`src/rtl/txab_pkg.sv`:
```
package txab_pkg;

   typedef enum logic [1:0] {
      ST_PASS  = 2'd0,
      ST_TRAIL = 2'd1,
      ST_DRAIN = 2'd2
   } txab_state_e;

   localparam logic [31:0] CRC_POLY_REFL = 32'hEDB8_8320;

   // one byte folded into a reflected CRC-32 register, bit by bit
   function automatic logic [31:0] crc_fold(input logic [31:0] crc, input logic [7:0] b);
      logic [31:0] r;
      r = crc ^ {24'd0, b};
      for (int k = 0; k < 8; k++) begin
         r = r[0] ? ((r >> 1) ^ CRC_POLY_REFL) : (r >> 1);
      end
      return r;
   endfunction

endpackage

```
`src/rtl/txab_crc.sv`:
```
module txab_crc
   import txab_pkg::*;
#(
   parameter int DATA_W = 8,
   parameter int FCS_W  = 32
) (
   input  logic              clk,
   input  logic              rst_n,
   input  logic              fold,
   input  logic              restart,
   input  logic [DATA_W-1:0] din,
   output logic [FCS_W-1:0]  crc_q
);
   localparam logic [FCS_W-1:0] SEED = '1;

   generate
      if (FCS_W != 32) begin : g_bad_fcs
         $error("txab_crc: only a 32-bit check sequence is supported");
      end
      if (DATA_W != 8) begin : g_bad_dw
         $error("txab_crc: byte-wide data path required");
      end
   endgenerate

   always_ff @(posedge clk) begin
      if (!rst_n)       crc_q <= SEED;
      else if (fold)    crc_q <= crc_fold(crc_q, din);
      else if (restart) crc_q <= SEED;
   end
endmodule

```
`src/rtl/txab_bitcnt.sv`:
```
module txab_bitcnt #(
   parameter int DATA_W      = 8,
   parameter int THRESH_BITS = 512
) (
   input  logic clk,
   input  logic rst_n,
   input  logic inc,
   input  logic restart,
   output logic reached
);
   localparam int THRESH_UNITS = THRESH_BITS / DATA_W;
   localparam int CNT_W        = $clog2(THRESH_UNITS + 1);

   generate
      if (THRESH_BITS % DATA_W != 0 || THRESH_UNITS < 1) begin : g_bad_thr
         $error("txab_bitcnt: threshold must be a positive multiple of the data width");
      end
   endgenerate

   logic [CNT_W-1:0] cnt_q;

   assign reached = (cnt_q == CNT_W'(THRESH_UNITS));

   always_ff @(posedge clk) begin
      if (!rst_n)                cnt_q <= '0;
      else if (inc && !reached)  cnt_q <= cnt_q + 1'b1;
      else if (restart)          cnt_q <= '0;
   end

   AST_CNT_BOUND: assert property (@(posedge clk) disable iff (!rst_n)
      cnt_q <= CNT_W'(THRESH_UNITS));
endmodule

```
`src/rtl/txab_trailer.sv`:
```
module txab_trailer #(
   parameter int DATA_W = 8,
   parameter int FCS_W  = 32,
   parameter int IDX_W  = 2
) (
   input  logic [FCS_W-1:0]  crc_q,
   input  logic [IDX_W-1:0]  idx,
   input  logic              corrupt,
   output logic [DATA_W-1:0] lane
);
   localparam int LANES = FCS_W / DATA_W;

   // normal trailer is the complemented register; the abort trailer drops the complement
   logic [FCS_W-1:0]  word;
   logic [DATA_W-1:0] lanes [LANES];

   assign word = corrupt ? crc_q : ~crc_q;

   generate
      for (genvar g = 0; g < LANES; g++) begin : g_lane
         assign lanes[g] = word[g*DATA_W +: DATA_W];
      end
   endgenerate

   assign lane = lanes[idx];
endmodule

```
`src/rtl/txab_fcs_abort.sv`:
```
module txab_fcs_abort
   import txab_pkg::*;
#(
   parameter int DATA_W      = 8,
   parameter int FCS_W       = 32,
   parameter int THRESH_BITS = 512
) (
   input  logic              clk,
   input  logic              rst_n,
   input  logic [DATA_W-1:0] in_data,
   input  logic              in_valid,
   input  logic              in_last,
   output logic              in_ready,
   input  logic              abort_req,
   output logic [DATA_W-1:0] tx_data,
   output logic              tx_valid,
   output logic              tx_last,
   output logic              tx_cut
);
   localparam int LANES = FCS_W / DATA_W;
   localparam int IDX_W = (LANES > 1) ? $clog2(LANES) : 1;
   localparam logic [IDX_W-1:0] IDX_END = IDX_W'(LANES - 1);

   generate
      if (FCS_W % DATA_W != 0) begin : g_bad_lanes
         $error("txab_fcs_abort: check sequence must be whole bytes");
      end
   endgenerate

   txab_state_e       state_q;
   logic              started_q;
   logic              corrupt_q;
   logic              drain_q;
   logic [IDX_W-1:0]  idx_q;
   logic [FCS_W-1:0]  crc_q;
   logic [DATA_W-1:0] lane;
   logic              reached;
   logic              abort_hit;
   logic              pass_accept;
   logic              trail_done;
   logic              runt_cut;
   logic              restart;

   assign in_ready    = (state_q != ST_TRAIL);
   assign abort_hit   = (state_q == ST_PASS) && started_q && abort_req;
   assign pass_accept = (state_q == ST_PASS) && in_valid && !abort_hit;
   assign trail_done  = (state_q == ST_TRAIL) && (idx_q == IDX_END);
   assign runt_cut    = abort_hit && !reached;
   assign restart     = trail_done || runt_cut;

   txab_crc #(.DATA_W(DATA_W), .FCS_W(FCS_W)) u_crc (
      .clk(clk), .rst_n(rst_n), .fold(pass_accept), .restart(restart),
      .din(in_data), .crc_q(crc_q));

   txab_bitcnt #(.DATA_W(DATA_W), .THRESH_BITS(THRESH_BITS)) u_cnt (
      .clk(clk), .rst_n(rst_n), .inc(pass_accept), .restart(restart),
      .reached(reached));

   txab_trailer #(.DATA_W(DATA_W), .FCS_W(FCS_W), .IDX_W(IDX_W)) u_trl (
      .crc_q(crc_q), .idx(idx_q), .corrupt(corrupt_q), .lane(lane));

   always_ff @(posedge clk) begin
      if (!rst_n) begin
         state_q   <= ST_PASS;
         started_q <= 1'b0;
         corrupt_q <= 1'b0;
         drain_q   <= 1'b0;
         idx_q     <= '0;
         tx_data   <= '0;
         tx_valid  <= 1'b0;
         tx_last   <= 1'b0;
         tx_cut    <= 1'b0;
      end else begin
         tx_valid <= 1'b0;
         tx_last  <= 1'b0;
         tx_cut   <= 1'b0;
         unique case (state_q)
            ST_PASS: begin
               if (abort_hit) begin
                  started_q <= 1'b0;
                  drain_q   <= !(in_valid && in_last);
                  if (reached) begin
                     state_q   <= ST_TRAIL;
                     corrupt_q <= 1'b1;
                     idx_q     <= '0;
                  end else begin
                     tx_cut  <= 1'b1;
                     state_q <= (in_valid && in_last) ? ST_PASS : ST_DRAIN;
                  end
               end else if (in_valid) begin
                  tx_valid <= 1'b1;
                  tx_data  <= in_data;
                  if (in_last) begin
                     state_q   <= ST_TRAIL;
                     corrupt_q <= 1'b0;
                     drain_q   <= 1'b0;
                     idx_q     <= '0;
                     started_q <= 1'b0;
                  end else begin
                     started_q <= 1'b1;
                  end
               end
            end
            ST_TRAIL: begin
               tx_valid <= 1'b1;
               tx_data  <= lane;
               if (idx_q == IDX_END) begin
                  tx_last <= 1'b1;
                  state_q <= drain_q ? ST_DRAIN : ST_PASS;
               end else begin
                  idx_q <= idx_q + 1'b1;
               end
            end
            ST_DRAIN: begin
               if (in_valid && in_last) state_q <= ST_PASS;
            end
            default: state_q <= ST_PASS;
         endcase
      end
   end

   AST_PASS_LATENCY: assert property (@(posedge clk) disable iff (!rst_n)
      pass_accept |=> (tx_valid && tx_data == $past(in_data)));
   AST_LAST_HAS_DATA: assert property (@(posedge clk) disable iff (!rst_n)
      tx_last |-> tx_valid);
   AST_CUT_PULSE: assert property (@(posedge clk) disable iff (!rst_n)
      tx_cut |=> !tx_cut);
   AST_DRAIN_SILENT: assert property (@(posedge clk) disable iff (!rst_n)
      (state_q == ST_DRAIN && $past(state_q == ST_DRAIN)) |-> !tx_valid);
   AST_CUT_NO_DATA: assert property (@(posedge clk) disable iff (!rst_n)
      tx_cut |-> !tx_valid);
endmodule

```
`config.mk`:
```
export PLATFORM = sky130hd
export DESIGN_NAME = txab_fcs_abort
export DESIGN_NICKNAME = d
export VERILOG_FILES = /design/src/rtl/txab_pkg.sv /design/src/rtl/txab_crc.sv /design/src/rtl/txab_bitcnt.sv /design/src/rtl/txab_trailer.sv /design/src/rtl/txab_fcs_abort.sv
export SDC_FILE = /design/constraint.sdc
export NUM_CORES = 1
export LEC_CHECK = 0
export BUFFER_PORTS_ARGS = -buffer_cell sky130_fd_sc_hd__buf_4
export CAP_MARGIN = 10
export CORE_UTILIZATION = 60
export CTS_CLUSTER_SIZE = 24
export DETAILED_ROUTE_END_ITERATION = 12
export PLACE_DENSITY = 0.83
export SLEW_MARGIN = 10
export SYNTH_ARGS = -nofsm -noshare
export SYNTH_HDL_FRONTEND = slang
export SYNTH_HIERARCHICAL = 1
export SYNTH_SLANG_ARGS = --single-unit
```
`constraint.sdc`:
```
create_clock -name clk -period 7.3 [get_ports clk]
set_clock_uncertainty 0.2 [all_clocks]
set_input_delay 1.095 -clock clk [delete_from_list [all_inputs] [get_ports clk]]
set_output_delay 1.095 -clock clk [all_outputs]
set_load 0.01 [all_outputs]
```
==> reports/results.ini, run 1 <==
[outcome]
status = completed

[floorplanning]
die_x_um = 80.2
dieArea_um2 = 6430
fp.dieH_um = 80.2
io_pins = 25
rows = 28
coreArea_um2 = 5920
start_util_pct = 61.9

[yosys]
synthesis.area_um2 = 3670
synthFlopType = dfxtp_1
ys_ff_latch = 57
synth_edf_count = 0
async_flop_share_pct = 0
synth_area_per_cell_um2 = 9.99
ys_warn_count = 6
synthCells = 367
synth_nets = 383
ys_seq_area_share_pct = 31.1
ys_types = 54

[critical_path]
cp-endpoint = in_ready
arrival_ns = 1.94
slowest_delay_ns = 0.70
critPathLaunch = state_q[0]$_SDFFE_PN0P_
r2r-end = u_crc/crc_q[25]$_SDFFE_PN1P_
crit_path_top_delay_cell = dfxtp_1
timing.rr.start = u_cnt/cnt_q[0]$_SDFFE_PN0P_
critPathMaxFanout = 18
worstSetupPathType = register to output port
worst_setup_path_end_kind = output port
cp-start-kind = register
r2r_setup_slack_ns = 4.34
ff2ff_path_depth = 11
required_ns = 6.00
path_cells = nor2b_4, inv_1, buf_4

[drt]
wl_mm = 8.03
vias = 2773
post_drt_wl_per_cell_um = 17.6
viasPerCell = 6.07
ant_nets = 0
drtPass1Iterations = 5
drcViolationCount = 0
drtIter0Drc = 171

[cts]
clkSinkCount = 57
cts_tree = done
ctsHoldBuffers = 0
cts_setup_buffers = 0
h-tree-depth = 3
clk_pin_slew_ns = 0.07
numCtsBuffers = 9
clk_latency_ns = 0.34
root_buffer = clkbuf_8
cts_resized = 0
cts_buffer_depth = 2

[final_layout]
drive_above_1_share_pct = 19.1
diodes = 0
fin_nets = 393
mostFrequentLayoutCells = 57 x dfxtp_1, 36 x nand2_1, 35 x xnor2_1
post-route-util_pct = 67.5
final_common_cell = dfxtp_1
areaGrowthSynthToFinish_pct = 8.97
fin_cells = 457

[grt]
grt_first_pass_wirelength_mm = 13.2
grt_antenna_before_repair = 0
grt_pass1_vias = 2689
grt-ovfl-total = 0
grt_use_total_pct = 27.8
grt_max_degree = 58

[sta]
worstMarginPinSlew_ns = 0.750
tns_ns = 0
worst_slew_margin_rel_pct = 50.0
setup-violations-final = 0
fmax_mhz = 309
grt_setup_unrepaired = no
hold_slack_ns = 0.270
min_period_over_period_pct = 44.3
maxSlewViolCount = 0
hold_viol_final = 0
period_needed_ns = 3.23

[placement]
io_buffers = 24
dp_hpwl_mm = 5.43
place_congestion = 0.855
dp.cells = 441

[power]
peakVddDrop_mv = 0.217
leakage_uw = 0.00155
power.density_nw_per_um2 = 431

[run]
cap_violations = 0

[worst_hold_path]
min_path_type = register to register

-- cells by family (layout without fill, tap and decap cells) --
kind of cell / Yosys count / count (layout) / share of synthesized area (%)
buf+inv: 36 / 51 / 5.25
fa+ha+maj: 3 / 3 / 1.02
compound gates: 76 / 76 / 13.5
xor+xnor: 71 / 71 / 27.9
simple gates: 114 / 114 / 15.7
mux: 10 / 10 / 5.49
flops: 57 / 57 / 31.1
-- worst min-delay path by stage --
stage / endpoint / slack [ns] / from / cells past startpoint
2_1_floorplan: state_q[1]$_SDFFE_PN0P_ / 0.24 / drain_q$_SDFFE_PN0P_ / 2
3_3_place_gp: state_q[1]$_SDFFE_PN0P_ / 0.26 / drain_q$_SDFFE_PN0P_ / 2
3_5_place_dp: state_q[1]$_SDFFE_PN0P_ / 0.27 / drain_q$_SDFFE_PN0P_ / 2
4_1_cts: state_q[1]$_SDFFE_PN0P_ / 0.28 / drain_q$_SDFFE_PN0P_ / 2
5_1_grt: state_q[1]$_SDFFE_PN0P_ / 0.29 / drain_q$_SDFFE_PN0P_ / 2
6_report: state_q[1]$_SDFFE_PN0P_ / 0.27 / drain_q$_SDFFE_PN0P_ / 2
-- flip-flops by register name, indices dropped and copies added, names as in the netlist --
name	cells
corrupt_q	1
drain_q	1
idx_q	2
started_q	1
state_q	2
tx_cut	1
tx_data	8
tx_last	1
tx_valid	1
u_cnt/cnt_q	7
u_crc/crc_q	32
-- layout make-up --
type	instances	area, um2
clock buffer	11	141
clock inverter	5	55.1
fill	458	1920
inverter	9	33.8
multi-input combinational	274	2340
sequential	57	1140
tap	75	93.8
timing repair buffer	26	195
-- critical path: cells and delay by family (launching register included) --
kind,cells,cell delay [ns]
AND/OR/NAND/NOR,1,0.42
flip-flops,1,0.70
buffers and inverters,2,0.47
-- metal layers --
layer  up-vias  global-route usage [%]  wire, um
met5         -                       0         0
met4         0                    15.4       233
met3        21                    5.00       409
met2        92                    45.0      3780
met1      1339                    34.9      3600
li1       1321                       -         -
-- cells in the mapped netlist, drive strengths merged, types with 5 or more instances --
cell | n | area share (%)
xor2 | 12 | 4.5
dfxtp | 57 | 31
xnor3 | 13 | 8.0
clkbuf | 11 | 1.1
inv | 9 | 0.92
nor3 | 9 | 1.2
buf | 16 | 3.2
nor4 | 9 | 1.5
xnor2 | 43 | 13
nand3 | 5 | 0.68
a31oi | 5 | 0.85
or3 | 8 | 1.4
nor2 | 23 | 2.4
o21ai | 28 | 3.8
a211oi | 8 | 1.6
a21oi | 9 | 1.2
nand2 | 36 | 3.7
mux4 | 8 | 4.9
o22ai | 12 | 2.0
-- through the flow --
step                power [uW]  setup slack [ns]  cell area (um2)
finish                    1720              4.07             4000
floorplan                 1270              4.44             3670
detailed placement        1420              4.01             3800
CTS                       1720              4.08             4000
global placement          1390              4.11             3800
global route              1820              4.00             4000
-- power by group --
part | switching [uW] | internal (uW) | leakage, uW
clock | 132 | 166 | 0.0000953
combinational | 398 | 553 | 0.000984
sequential | 85.4 | 390 | 0.000469
Note: power is estimated with default switching activity, not from simulation.
==> run 2, diff against run 1 <==
--- a/config.mk
+++ b/config.mk
@@ -7,10 +7,10 @@
 export LEC_CHECK = 0
 export BUFFER_PORTS_ARGS = -buffer_cell sky130_fd_sc_hd__buf_4
 export CAP_MARGIN = 10
-export CORE_UTILIZATION = 60
+export CORE_UTILIZATION = 55
 export CTS_CLUSTER_SIZE = 24
 export DETAILED_ROUTE_END_ITERATION = 12
-export PLACE_DENSITY = 0.83
+export PLACE_DENSITY = 0.8
 export SLEW_MARGIN = 10
 export SYNTH_ARGS = -nofsm -noshare
 export SYNTH_HDL_FRONTEND = slang
==> constraint.sdc (replaced) <==
create_clock -name clk -period 2.7 [get_ports clk]
set_clock_uncertainty 0.2 [all_clocks]
set_input_delay 0.405 -clock clk [delete_from_list [all_inputs] [get_ports clk]]
set_output_delay 0.405 -clock clk [all_outputs]
set_load 0.01 [all_outputs]
==> run 2 against run 1 <==
Effect of this change:
- utilization decreased by 3.0 points
- design area increased by 3.1%
- sequential power increased to 2.7 times the previous value
- critical endpoint is now u_crc/crc_q[24]$_SDFFE_PN1P_
- highest routed layer unchanged
- sequential cell count unchanged
- clock power increased by 150%
- largest cell class unchanged
==> reports/results.ini, run 2 (synthesized netlist as in run 1, its figures left out) <==
[outcome]
status = completed  ; unchanged

[worst_hold_path]
min_path_type = input pin to register  ; was register to register

[final_layout]
final_common_cell = dfxtp_1  ; unchanged
fin_cells = 475  ; was 457
largest-register = u_crc/crc_q  ; unchanged
drive_above_1_share_pct = 22.9  ; was 19.1%
post-route-util_pct = 64.5  ; was 67.5%
reg_top3 = u_crc/crc_q (32), tx_data (8), u_cnt/cnt_q (7)  ; unchanged
regArea_um2 = 1140  ; unchanged
multi_input_area_um2 = 2350  ; was 2340 um2
nFillCells = 510  ; was 458
diodes = 0  ; unchanged
areaGrowthSynthToFinish_pct = 12.3  ; was 8.97%
mostFrequentLayoutCells = 57 x dfxtp_1, 42 x buf_4, 36 x nand2_1  ; was 57 x dfxtp_1, 36 x nand2_1, 35 x xnor2_1
largest_reg_flops = 32  ; unchanged
fin_nets = 409  ; was 393

[placement]
dp_hpwl_mm = 5.78  ; was 5.43 mm
io_buffers = 24  ; unchanged
place_congestion = 0.936  ; was 0.855
dp.cells = 459  ; was 441

[grt]
grt_use_total_pct = 25.4  ; was 27.8%
grt_first_pass_wirelength_mm = 13.8  ; was 13.2 mm
grt_pass1_vias = 2687  ; was 2,689
grt_max_degree = 35  ; was 58
grt_antenna_before_repair = 0  ; unchanged
grt-ovfl-total = 0  ; unchanged

[power]
p_int_uw = 2990  ; was 1110 uW
power_frac_clock_pct = 16.0  ; was 17.3%
leakage_uw = 0.00163  ; was 0.00155 uW
combPwrFrac_pct = 56.6  ; was 55.1%
peakVddDrop_mv = 0.714  ; was 0.217 mV
seqPwrFrac_pct = 27.4  ; was 27.6%
power.density_nw_per_um2 = 1130  ; was 431 nW/um2
p_switching_uw = 1670  ; was 615 uW
sw_frac_of_total_pct = 35.8  ; was 35.7%

[run]
cap_violations = 0  ; unchanged

[critical_path]
cp-start-kind = register  ; unchanged
arrival_ns = 2.56  ; was 1.94 ns
worstSetupPathType = register to register  ; was register to output port
critPathMaxFanout = 14  ; was 18
worst_setup_path_end_kind = register  ; was output port
required_ns = 2.71  ; was 6.00 ns

[drt]
drtIter0Drc = 150  ; was 171
viasPerCell = 5.93  ; was 6.07
ant_nets = 0  ; unchanged
drcViolationCount = 0  ; unchanged
vias = 2818  ; was 2,773
drtPass1Iterations = 4  ; was 5
wl_mm = 8.25  ; was 8.03 mm
post_drt_wl_per_cell_um = 17.4  ; was 17.6 um

[cts]
clk_latency_ns = 0.34  ; about the same
cts_buffer_depth = 2  ; unchanged
cts_setup_buffers = 0  ; unchanged
root_buffer = clkbuf_8  ; unchanged
cts_tree = done  ; unchanged
clkSinkCount = 57  ; unchanged
h-tree-depth = 3  ; unchanged
numCtsBuffers = 9  ; unchanged
clk_pin_slew_ns = 0.07  ; about the same

[sta]
fmax_mhz = 393
min_period_over_period_pct = 94.3
grt_setup_unrepaired = no  ; unchanged
setup-violations-final = 0  ; unchanged
tns_ns = 0  ; unchanged
hold_slack_ns = 0.169  ; was 0.270 ns
maxSlewViolCount = 0  ; unchanged
worstMarginPinSlew_ns = 0.548  ; was 0.750 ns
hold_viol_final = 0  ; unchanged
period_needed_ns = 2.55
worst_slew_margin_rel_pct = 63.3  ; was 50.0%

[floorplanning]
rows = 29  ; was 28
start_util_pct = 57.4  ; was 61.9%
coreArea_um2 = 6390  ; was 5920 um2
io_pins = 25  ; unchanged
die_x_um = 83.7  ; was 80.2 um
fp.dieH_um = 83.7  ; was 80.2 um
dieArea_um2 = 7000  ; was 6430 um2

-- run 2: changes by cell type in the layout (fill, tap and decap cells not counted), sizes merged --
cell | previous run | this run
bufinv | 1 | 0
clkinv | 2 | 3
buf | 26 | 42
-- run 2: path summary, 6_finish.rpt --
kind | slack [ns] | end | from | depth (start not counted)
max reg2reg | 0.15 | u_crc/crc_q[24]$_SDFFE_PN1P_ | u_cnt/cnt_q[0]$_SDFFE_PN0P_ | 11
max | 0.15 | u_crc/crc_q[24]$_SDFFE_PN1P_ | u_cnt/cnt_q[0]$_SDFFE_PN0P_ | 11
min | 0.17 | u_crc/crc_q[10]$_SDFFE_PN1P_ | rst_n | 2
min reg2reg | 0.27 | state_q[1]$_SDFFE_PN0P_ | drain_q$_SDFFE_PN0P_ | 2
-- run 2: worst max-delay path, stage by stage, from the launching register on --
cell	delay, ns
dfxtp_1	0.35
inv_1	0.08
ha_1	0.14
nand2b_1	0.13
nor4_4	0.23
and3b_1	0.24
nand2_1	0.07
a21oi_1	0.06
buf_4	0.18
or2_2	0.43
o22ai_1	0.23
nand2_1	0.08
-- run 2: layer usage --
layer | wire (um) | track usage (%)
met3 | 583 | 6.73
met5 | 0 | 0
met2 | 4000 | 41.3
met4 | 98 | 8.01
met1 | 3570 | 32.9
-- run 2: layout make-up --
| type | count | area share (%) |
|---|---|---|
| clock buffers | 11 | 3.68 |
| clock inverters | 5 | 0.729 |
| inverters | 9 | 0.820 |
| multi-input cells | 274 | 57.1 |
| flip-flops and latches | 57 | 27.7 |
| well taps | 77 | 2.34 |
| repair buffers | 42 | 7.65 |
-- run 2: power groups by stage --
stage	Sequential (uW)	Combinational (uW)	Clock [uW]
floorplan	1250	2190	0
global placement	1280	2560	0
detailed placement	1300	2610	0
CTS	1280	2630	755
global route	1300	2850	801
finish	1280	2630	743
-- run 2: timing repair --
| action | in CTS | in global routing |
|---|---|---|
| hold buffers | 0 | 0 |
| cloned | 0 | 0 |
| setup endpoints to repair | 1 | 8 |
| pin swaps | 0 | 0 |
| resized for setup | 1 | 1 |
-- run 2: through the flow --
| stage | setup slack [ns] | instance area (um2) | total power [uW] |
|---|---|---|---|
| after detailed placement | 0.0103 | 3920 | 3900 |
| after CTS | 0.113 | 4110 | 4670 |
| after floorplan | 0.218 | 3670 | 3430 |
| final | 0.154 | 4120 | 4650 |
| after global placement | 0.128 | 3920 | 3840 |
| after global routing | 0.0000628 | 4120 | 4960 |
